==> src/rtl/sdram_wr_pkg.sv <==
package sdram_wr_pkg;

  typedef enum logic [2:0] {
    BL_ONE  = 3'd0,
    BL_TWO  = 3'd1,
    BL_FOUR = 3'd2,
    BL_EIGHT= 3'd3,
    BL_PAGE = 3'd7
  } bl_code_e;

  // Block mask (length-1) for fixed lengths; reserved codes act as length 1.
  function automatic logic [3:0] bl_mask(input logic [2:0] code);
    case (code)
      BL_TWO:   bl_mask = 4'd1;
      BL_FOUR:  bl_mask = 4'd3;
      BL_EIGHT: bl_mask = 4'd7;
      default:  bl_mask = 4'd0;
    endcase
  endfunction

  function automatic logic bl_is_page(input logic [2:0] code);
    bl_is_page = (code == BL_PAGE);
  endfunction

endpackage

==> src/rtl/sdram_wr_rst_sync.sv <==
module sdram_wr_rst_sync #(
  parameter int STAGES = 2
) (
  input  logic clk,
  input  logic rst_n,
  output logic rst_q_n
);
  logic [STAGES-1:0] sh_q;

  always_ff @(posedge clk or negedge rst_n) begin
    if (!rst_n) sh_q <= '0;
    else        sh_q <= {sh_q[STAGES-2:0], 1'b1};
  end

  assign rst_q_n = sh_q[STAGES-1];
endmodule

==> src/rtl/sdram_wr_cmd_dec.sv <==
module sdram_wr_cmd_dec (
  input  logic cke,
  input  logic cs_n,
  input  logic ras_n,
  input  logic cas_n,
  input  logic we_n,
  output logic wr_cmd
);
  always_comb begin
    wr_cmd = cke && !cs_n && ras_n && !cas_n && !we_n;
  end
endmodule

==> src/rtl/sdram_wr_col_gen.sv <==
module sdram_wr_col_gen #(
  parameter int COL_W = 8
) (
  input  logic [COL_W-1:0] start,
  input  logic [COL_W-1:0] idx,
  input  logic [COL_W-1:0] mask,
  input  logic             page,
  input  logic             ilv,
  output logic [COL_W-1:0] col
);
  logic [COL_W-1:0] sum;

  always_comb begin
    sum = start + idx;
    if (page)     col = sum;
    else if (ilv) col = start ^ (idx & mask);
    else          col = (start & ~mask) | (sum & mask);
  end
endmodule

==> src/rtl/sdram_wr_burst_seq.sv <==
module sdram_wr_burst_seq
  import sdram_wr_pkg::*;
#(
  parameter int COL_W  = 8,
  parameter int BANK_W = 2,
  parameter int DATA_W = 32,
  parameter int AP_BIT = 10
) (
  input  logic              clk,
  input  logic              rst_n,
  input  logic              cke,
  input  logic              cs_n,
  input  logic              ras_n,
  input  logic              cas_n,
  input  logic              we_n,
  input  logic [AP_BIT:0]   addr,
  input  logic [BANK_W-1:0] ba,
  input  logic [DATA_W-1:0] dq_in,
  input  logic [2:0]        cfg_bl,
  input  logic              cfg_interleave,
  output logic              arr_we,
  output logic [BANK_W-1:0] arr_bank,
  output logic [COL_W-1:0]  arr_col,
  output logic [DATA_W-1:0] arr_data,
  output logic              pre_req
);
  localparam int RS_STAGES = 2;

  logic rst_q_n;
  logic wr_cmd;

  // burst state
  logic              busy_q, busy_d;
  logic [COL_W-1:0]  cnt_q, cnt_d;
  logic [COL_W-1:0]  start_q, start_d;
  logic [BANK_W-1:0] bank_q, bank_d;
  logic              ap_q, ap_d;
  logic [COL_W-1:0]  mask_q, mask_d;
  logic              page_q, page_d;
  logic              ilv_q, ilv_d;
  logic              st_en;

  // output next values
  logic              we_d, pre_d;
  logic [BANK_W-1:0] obank_d;
  logic [COL_W-1:0]  ocol_d;
  logic [COL_W-1:0]  gen_col;
  logic              last_beat;

  logic unused_addr_bits;
  assign unused_addr_bits = ^addr[AP_BIT-1:COL_W];

  sdram_wr_rst_sync #(.STAGES(RS_STAGES)) u_rst (
    .clk(clk), .rst_n(rst_n), .rst_q_n(rst_q_n)
  );

  sdram_wr_cmd_dec u_dec (
    .cke(cke), .cs_n(cs_n), .ras_n(ras_n), .cas_n(cas_n), .we_n(we_n),
    .wr_cmd(wr_cmd)
  );

  sdram_wr_col_gen #(.COL_W(COL_W)) u_col (
    .start(start_q), .idx(cnt_q), .mask(mask_q), .page(page_q),
    .ilv(ilv_q), .col(gen_col)
  );

  // next-state
  always_comb begin
    busy_d    = busy_q;
    cnt_d     = cnt_q;
    start_d   = start_q;
    bank_d    = bank_q;
    ap_d      = ap_q;
    mask_d    = mask_q;
    page_d    = page_q;
    ilv_d     = ilv_q;
    st_en     = 1'b0;
    we_d      = 1'b0;
    pre_d     = 1'b0;
    obank_d   = bank_q;
    ocol_d    = gen_col;
    last_beat = 1'b0;
    if (wr_cmd) begin
      st_en     = 1'b1;
      start_d   = addr[COL_W-1:0];
      bank_d    = ba;
      ap_d      = addr[AP_BIT];
      mask_d    = COL_W'(bl_mask(cfg_bl));
      page_d    = bl_is_page(cfg_bl);
      ilv_d     = cfg_interleave;
      last_beat = !bl_is_page(cfg_bl) && (bl_mask(cfg_bl) == 4'd0);
      busy_d    = !last_beat;
      cnt_d     = COL_W'(1);
      we_d      = 1'b1;
      pre_d     = last_beat && addr[AP_BIT];
      obank_d   = ba;
      ocol_d    = addr[COL_W-1:0];
    end else if (busy_q) begin
      st_en     = 1'b1;
      last_beat = !page_q && (cnt_q == mask_q);
      busy_d    = !last_beat;
      cnt_d     = cnt_q + COL_W'(1);
      we_d      = 1'b1;
      pre_d     = last_beat && ap_q;
    end
  end

  // control registers
  always_ff @(posedge clk or negedge rst_q_n) begin
    if (!rst_q_n) begin
      busy_q  <= 1'b0;
      arr_we  <= 1'b0;
      pre_req <= 1'b0;
    end else begin
      busy_q  <= busy_d;
      arr_we  <= we_d;
      pre_req <= pre_d;
    end
  end

  // datapath registers, enable only
  always_ff @(posedge clk) begin
    if (st_en) begin
      cnt_q    <= cnt_d;
      start_q  <= start_d;
      bank_q   <= bank_d;
      ap_q     <= ap_d;
      mask_q   <= mask_d;
      page_q   <= page_d;
      ilv_q    <= ilv_d;
      arr_bank <= obank_d;
      arr_col  <= ocol_d;
      arr_data <= dq_in;
    end
  end

  // ---------------- assertions ----------------
  p_first_beat_r1: assert property (@(posedge clk) disable iff (!rst_q_n)
    wr_cmd |=> (arr_we && arr_col == $past(addr[COL_W-1:0]) &&
                arr_bank == $past(ba) && arr_data == $past(dq_in)));

  p_bank_hold_r2: assert property (@(posedge clk) disable iff (!rst_q_n)
    (busy_q && !wr_cmd) |=> (arr_we && arr_bank == $past(bank_q)));

  p_idle_quiet_r3: assert property (@(posedge clk) disable iff (!rst_q_n)
    (!busy_q && !wr_cmd) |=> !arr_we);

  p_page_step_r4: assert property (@(posedge clk) disable iff (!rst_q_n)
    (busy_q && page_q && !wr_cmd) |=> (arr_col == $past(arr_col) + COL_W'(1)));

  p_pre_with_beat_r7: assert property (@(posedge clk) disable iff (!rst_q_n)
    pre_req |-> arr_we);

  p_trunc_pre_r8: assert property (@(posedge clk) disable iff (!rst_q_n)
    wr_cmd |=> (pre_req == $past(addr[AP_BIT] && (cfg_bl inside {3'd0, 3'd4, 3'd5, 3'd6}))));

endmodule

==> config.mk <==
export PLATFORM = sky130hd
export DESIGN_NAME = sdram_wr_burst_seq
export DESIGN_NICKNAME = d
export VERILOG_FILES = /design/src/rtl/sdram_wr_pkg.sv /design/src/rtl/sdram_wr_rst_sync.sv /design/src/rtl/sdram_wr_cmd_dec.sv /design/src/rtl/sdram_wr_col_gen.sv /design/src/rtl/sdram_wr_burst_seq.sv
export SDC_FILE = /design/constraint.sdc
export NUM_CORES = 1
export LEC_CHECK = 0
export BUFFER_PORTS_ARGS = -buffer_cell sky130_fd_sc_hd__buf_2
export CORE_MARGIN = 2
export CORE_UTILIZATION = 40
export CTS_CLUSTER_SIZE = 12
export DETAILED_ROUTE_END_ITERATION = 7
export GPL_TIMING_DRIVEN = 0
export PLACE_DENSITY_LB_ADDON = 0.25
export SLEW_MARGIN = 20
export SYNTH_ARGS = -nofsm -noshare
export SYNTH_HDL_FRONTEND = slang
export SYNTH_SLANG_ARGS = --single-unit
==> constraint.sdc <==
create_clock -name clk -period 0.8 [get_ports clk]
set_clock_uncertainty 0.2 [all_clocks]
set_input_delay 0.12 -clock clk [delete_from_list [all_inputs] [get_ports clk]]
set_output_delay 0.12 -clock clk [all_outputs]
set_load 0.005 [all_outputs]
==> results.cfg <==
[die]
die_area_sq_mm = 0.007895
die_y_um = 88.86
num_rows = 30
core_sq_mm = 0.006869
die_x_um = 88.86
ioPinCount = 100
start_util_pct = 41.93

[clock_tree]
cts-buffers-inserted = 9
clkLatencyLatePin_ns = 0.34
cts_sinks = 69
cts.path.max_buffers = 2
cts_root_buf = clkbuf_8
htreeDepth = 3
cts_tree = yes
clk_pin_slew_ns = 0.08
cts_hold_buf = 1

[synthesis]
yosysTopAreaCell = edfxtp_1
ys_seq_area_share_pct = 71.07
ys_ff_latch = 69
ys.flop_type = edfxtp_1
syn_inst = 200
synthTopCellsByCount = edfxtp_1 (64), nor2_1 (19), ha_1 (11)
yosysMostFrequentCell = edfxtp_1
yosysWarningCount = 0
synth-async-reset-ratio_pct = 7.246
synthTopCellsByArea = edfxtp_1 (67%), ha_1 (4.8%), dfrtp_1 (4.3%)
syn_nets = 268
syn_area_per_cell_sq_um = 14.40
synth.top_cell.area_share_pct = 66.72
ys_types = 36
synth_area_sq_mm = 0.002880
synth_edf_count = 64

[detailed_routing]
first_pass_iters = 4
first_iter_violations = 98
wl_mm = 7.558
drc = 0
viasPerCell = 4.944
vias = 2205
antenna_left = 0
wl_per_cell_um = 16.95

[sta]
setup_viol = 127
tns_ns = -65.38
worst_slack_ns = -1.449
period_needed_ns = 2.249
finalMaxSlewViolations = 0
final.period_utilization_pct = 281.1
hold_ws_ns = -0.2503
rsz0062_at_grt = yes
fmax_mhz = 444.7
hold_viol = 60

[pwr]
ir_worst_vdd_uv = 1266
fin_total_pwr_mw = 13.50
p_leak_nw = 1.826
p_per_area_mw_per_mm2 = 3020

[global_route]
top_usage_layer = met2
use_met1_pct = 22.49
antenna_found_initial = 0
grt_max_degree = 14
grt_pass1_vias = 2122
grt_util_met2_pct = 30.39
grtUsageTotal_pct = 18.56
grt_pass1_wl_mm = 10.56
use_met3_pct = 6.530
grt.overflow.total = 0

[cells_and_area]
antenna_cells = 0
fillCellCount = 518
layout-drive-gt1-share_pct = 55.14
fin_cells = 446
final_util_pct = 65.05
finalNetCount = 414
areaGrowthSynthToFinish_pct = 55.13
fin_area_sq_mm = 0.004468

[worst_setup_path]
path_class = reg2reg
worst_ep_arrival_time_ns = 2.15
crit_fanout = 4
r2r_cells = 7
start_kind = register
crit_path_end_kind = register
worstPathRequired_ns = 0.70

[placed_design]
hpwl_mm = 4.099
pre_cts_ws_ns = -1.566
placedCellCount = 393
placed_cell_area_sq_mm = 0.003582
portBuffers = 97
place_congestion = 0.8045

[run_status]
status = complete, but fails checks
violations = negative hold slack, negative setup slack

[job]
drv_cap = 0

[worst_hold_path]
hp-class = in2reg
holdPathStages = 1
[state kept, by name, summed over array words and instances, names as in the netlist, 2 cells and up]
register and count:
cnt_q 8, mask_q 3, arr_col 8, bank_q 2
start_q 8, arr_data 32, u_rst.sh_q 2
[layout make-up]
type | count | area, sq um | area share (%)
clock buffer | 9 | 123.9 | 2.772
tap | 96 | 120.1 | 2.688
clock inverter | 6 | 87.58 | 1.960
timing repair inverter | 3 | 22.52 | 0.5041
timing repair buffer | 132 | 920.9 | 20.61
multi-input combinational | 119 | 1059 | 23.69
buffer | 5 | 50.05 | 1.120
inverter | 7 | 37.54 | 0.8401
sequential | 69 | 2047 | 45.81
[repair_timing]
action                                 4_1_cts  5_1_grt
pin swaps                                   14        9
setup endpoints to repair                  127      127
gates resized for setup                     47       17
endpoints found under the hold margin       61       61
cloned                                       5        2
setup buffers                               26        5
[final timing paths]
kind | start | slack (ns) | to
worst max-delay path | cnt_q[6]$_SDFFCE_PP0P_ | -1.45 | arr_col[7]$_DFFE_PP_
worst min-delay path | dq_in[14] | -0.25 | arr_data[14]$_DFFE_PP_
worst max register to register | cnt_q[6]$_SDFFCE_PP0P_ | -1.45 | arr_col[7]$_DFFE_PP_
worst min register to register | u_rst.sh_q[1]$_DFF_PN0_ | -0.16 | busy_q$_DFF_PN0_
max in group asynchronous | rst_n | 0.41 | u_rst.sh_q[1]$_DFF_PN0_
min in group asynchronous | u_rst.sh_q[1]$_DFF_PN0_ | -0.16 | busy_q$_DFF_PN0_
[layer usage]
metal  wire length (um)  vias up
li1                   -     1035
met1               2905     1078
met2               4098       75
met3                384       17
met4                170        0
met5                  0        -
[worst max-delay path, stage by stage, from the launching register on]
cell and delay [ns]:
edfxtp_1 0.55, ha_1 0.23, and2b_1 0.20, and2b_1 0.16, o21ai_0 0.23, nand3b_1 0.17, xnor2_1 0.18, a21oi_1 0.08
[where the power goes]
| group | leakage, nW | switching, mW | internal (mW) |
|---|---|---|---|
| registers | 0.673 | 0.441 | 4.97 |
| clock network | 0.109 | 1.33 | 1.74 |
| logic | 1.04 | 2.33 | 2.67 |
| total | 1.83 | 4.11 | 9.39 |
[cells by family (layout without fill, tap and decap cells)]
kind of cell | after synthesis | count (layout) | synth area share, %
flops | 69 | 69 | 71.07
simple gates | 59 | 59 | 10.38
compound gates | 34 | 34 | 7.037
fa+ha+maj | 12 | 12 | 5.473
buf+inv | 12 | 162 | 1.868
xor+xnor | 11 | 11 | 3.345
mux | 2 | 2 | 0.6951
other cells | 1 | 1 | 0.1302
[placed cells by master (no fill, tap or decap), types with 3 or more instances in the layout]
master	Yosys	routed
nor2b_1	7	3
nor3_1	5	4
clkinvlp_4	0	4
buf_6	1	15
o22ai_1	3	3
nand2_1	7	7
o21ai_0	10	4
inv_1	7	4
nor2_4	0	3
and2b_1	3	3
nor2_1	19	16
nor2b_4	0	3
ha_4	0	6
buf_2	1	95
o21ai_2	0	3
xor2_1	3	3
edfxtp_1	64	64
dfrtp_1	5	5
and3_4	0	3
xnor2_1	8	3
ha_1	11	4
o21ai_1	1	4
buf_12	0	4
clkbuf_8	0	9
clkbuf_16	0	4
xnor2_2	0	5
buf_4	0	15
a21oi_1	9	9
Power figures use the tool's default switching activity.
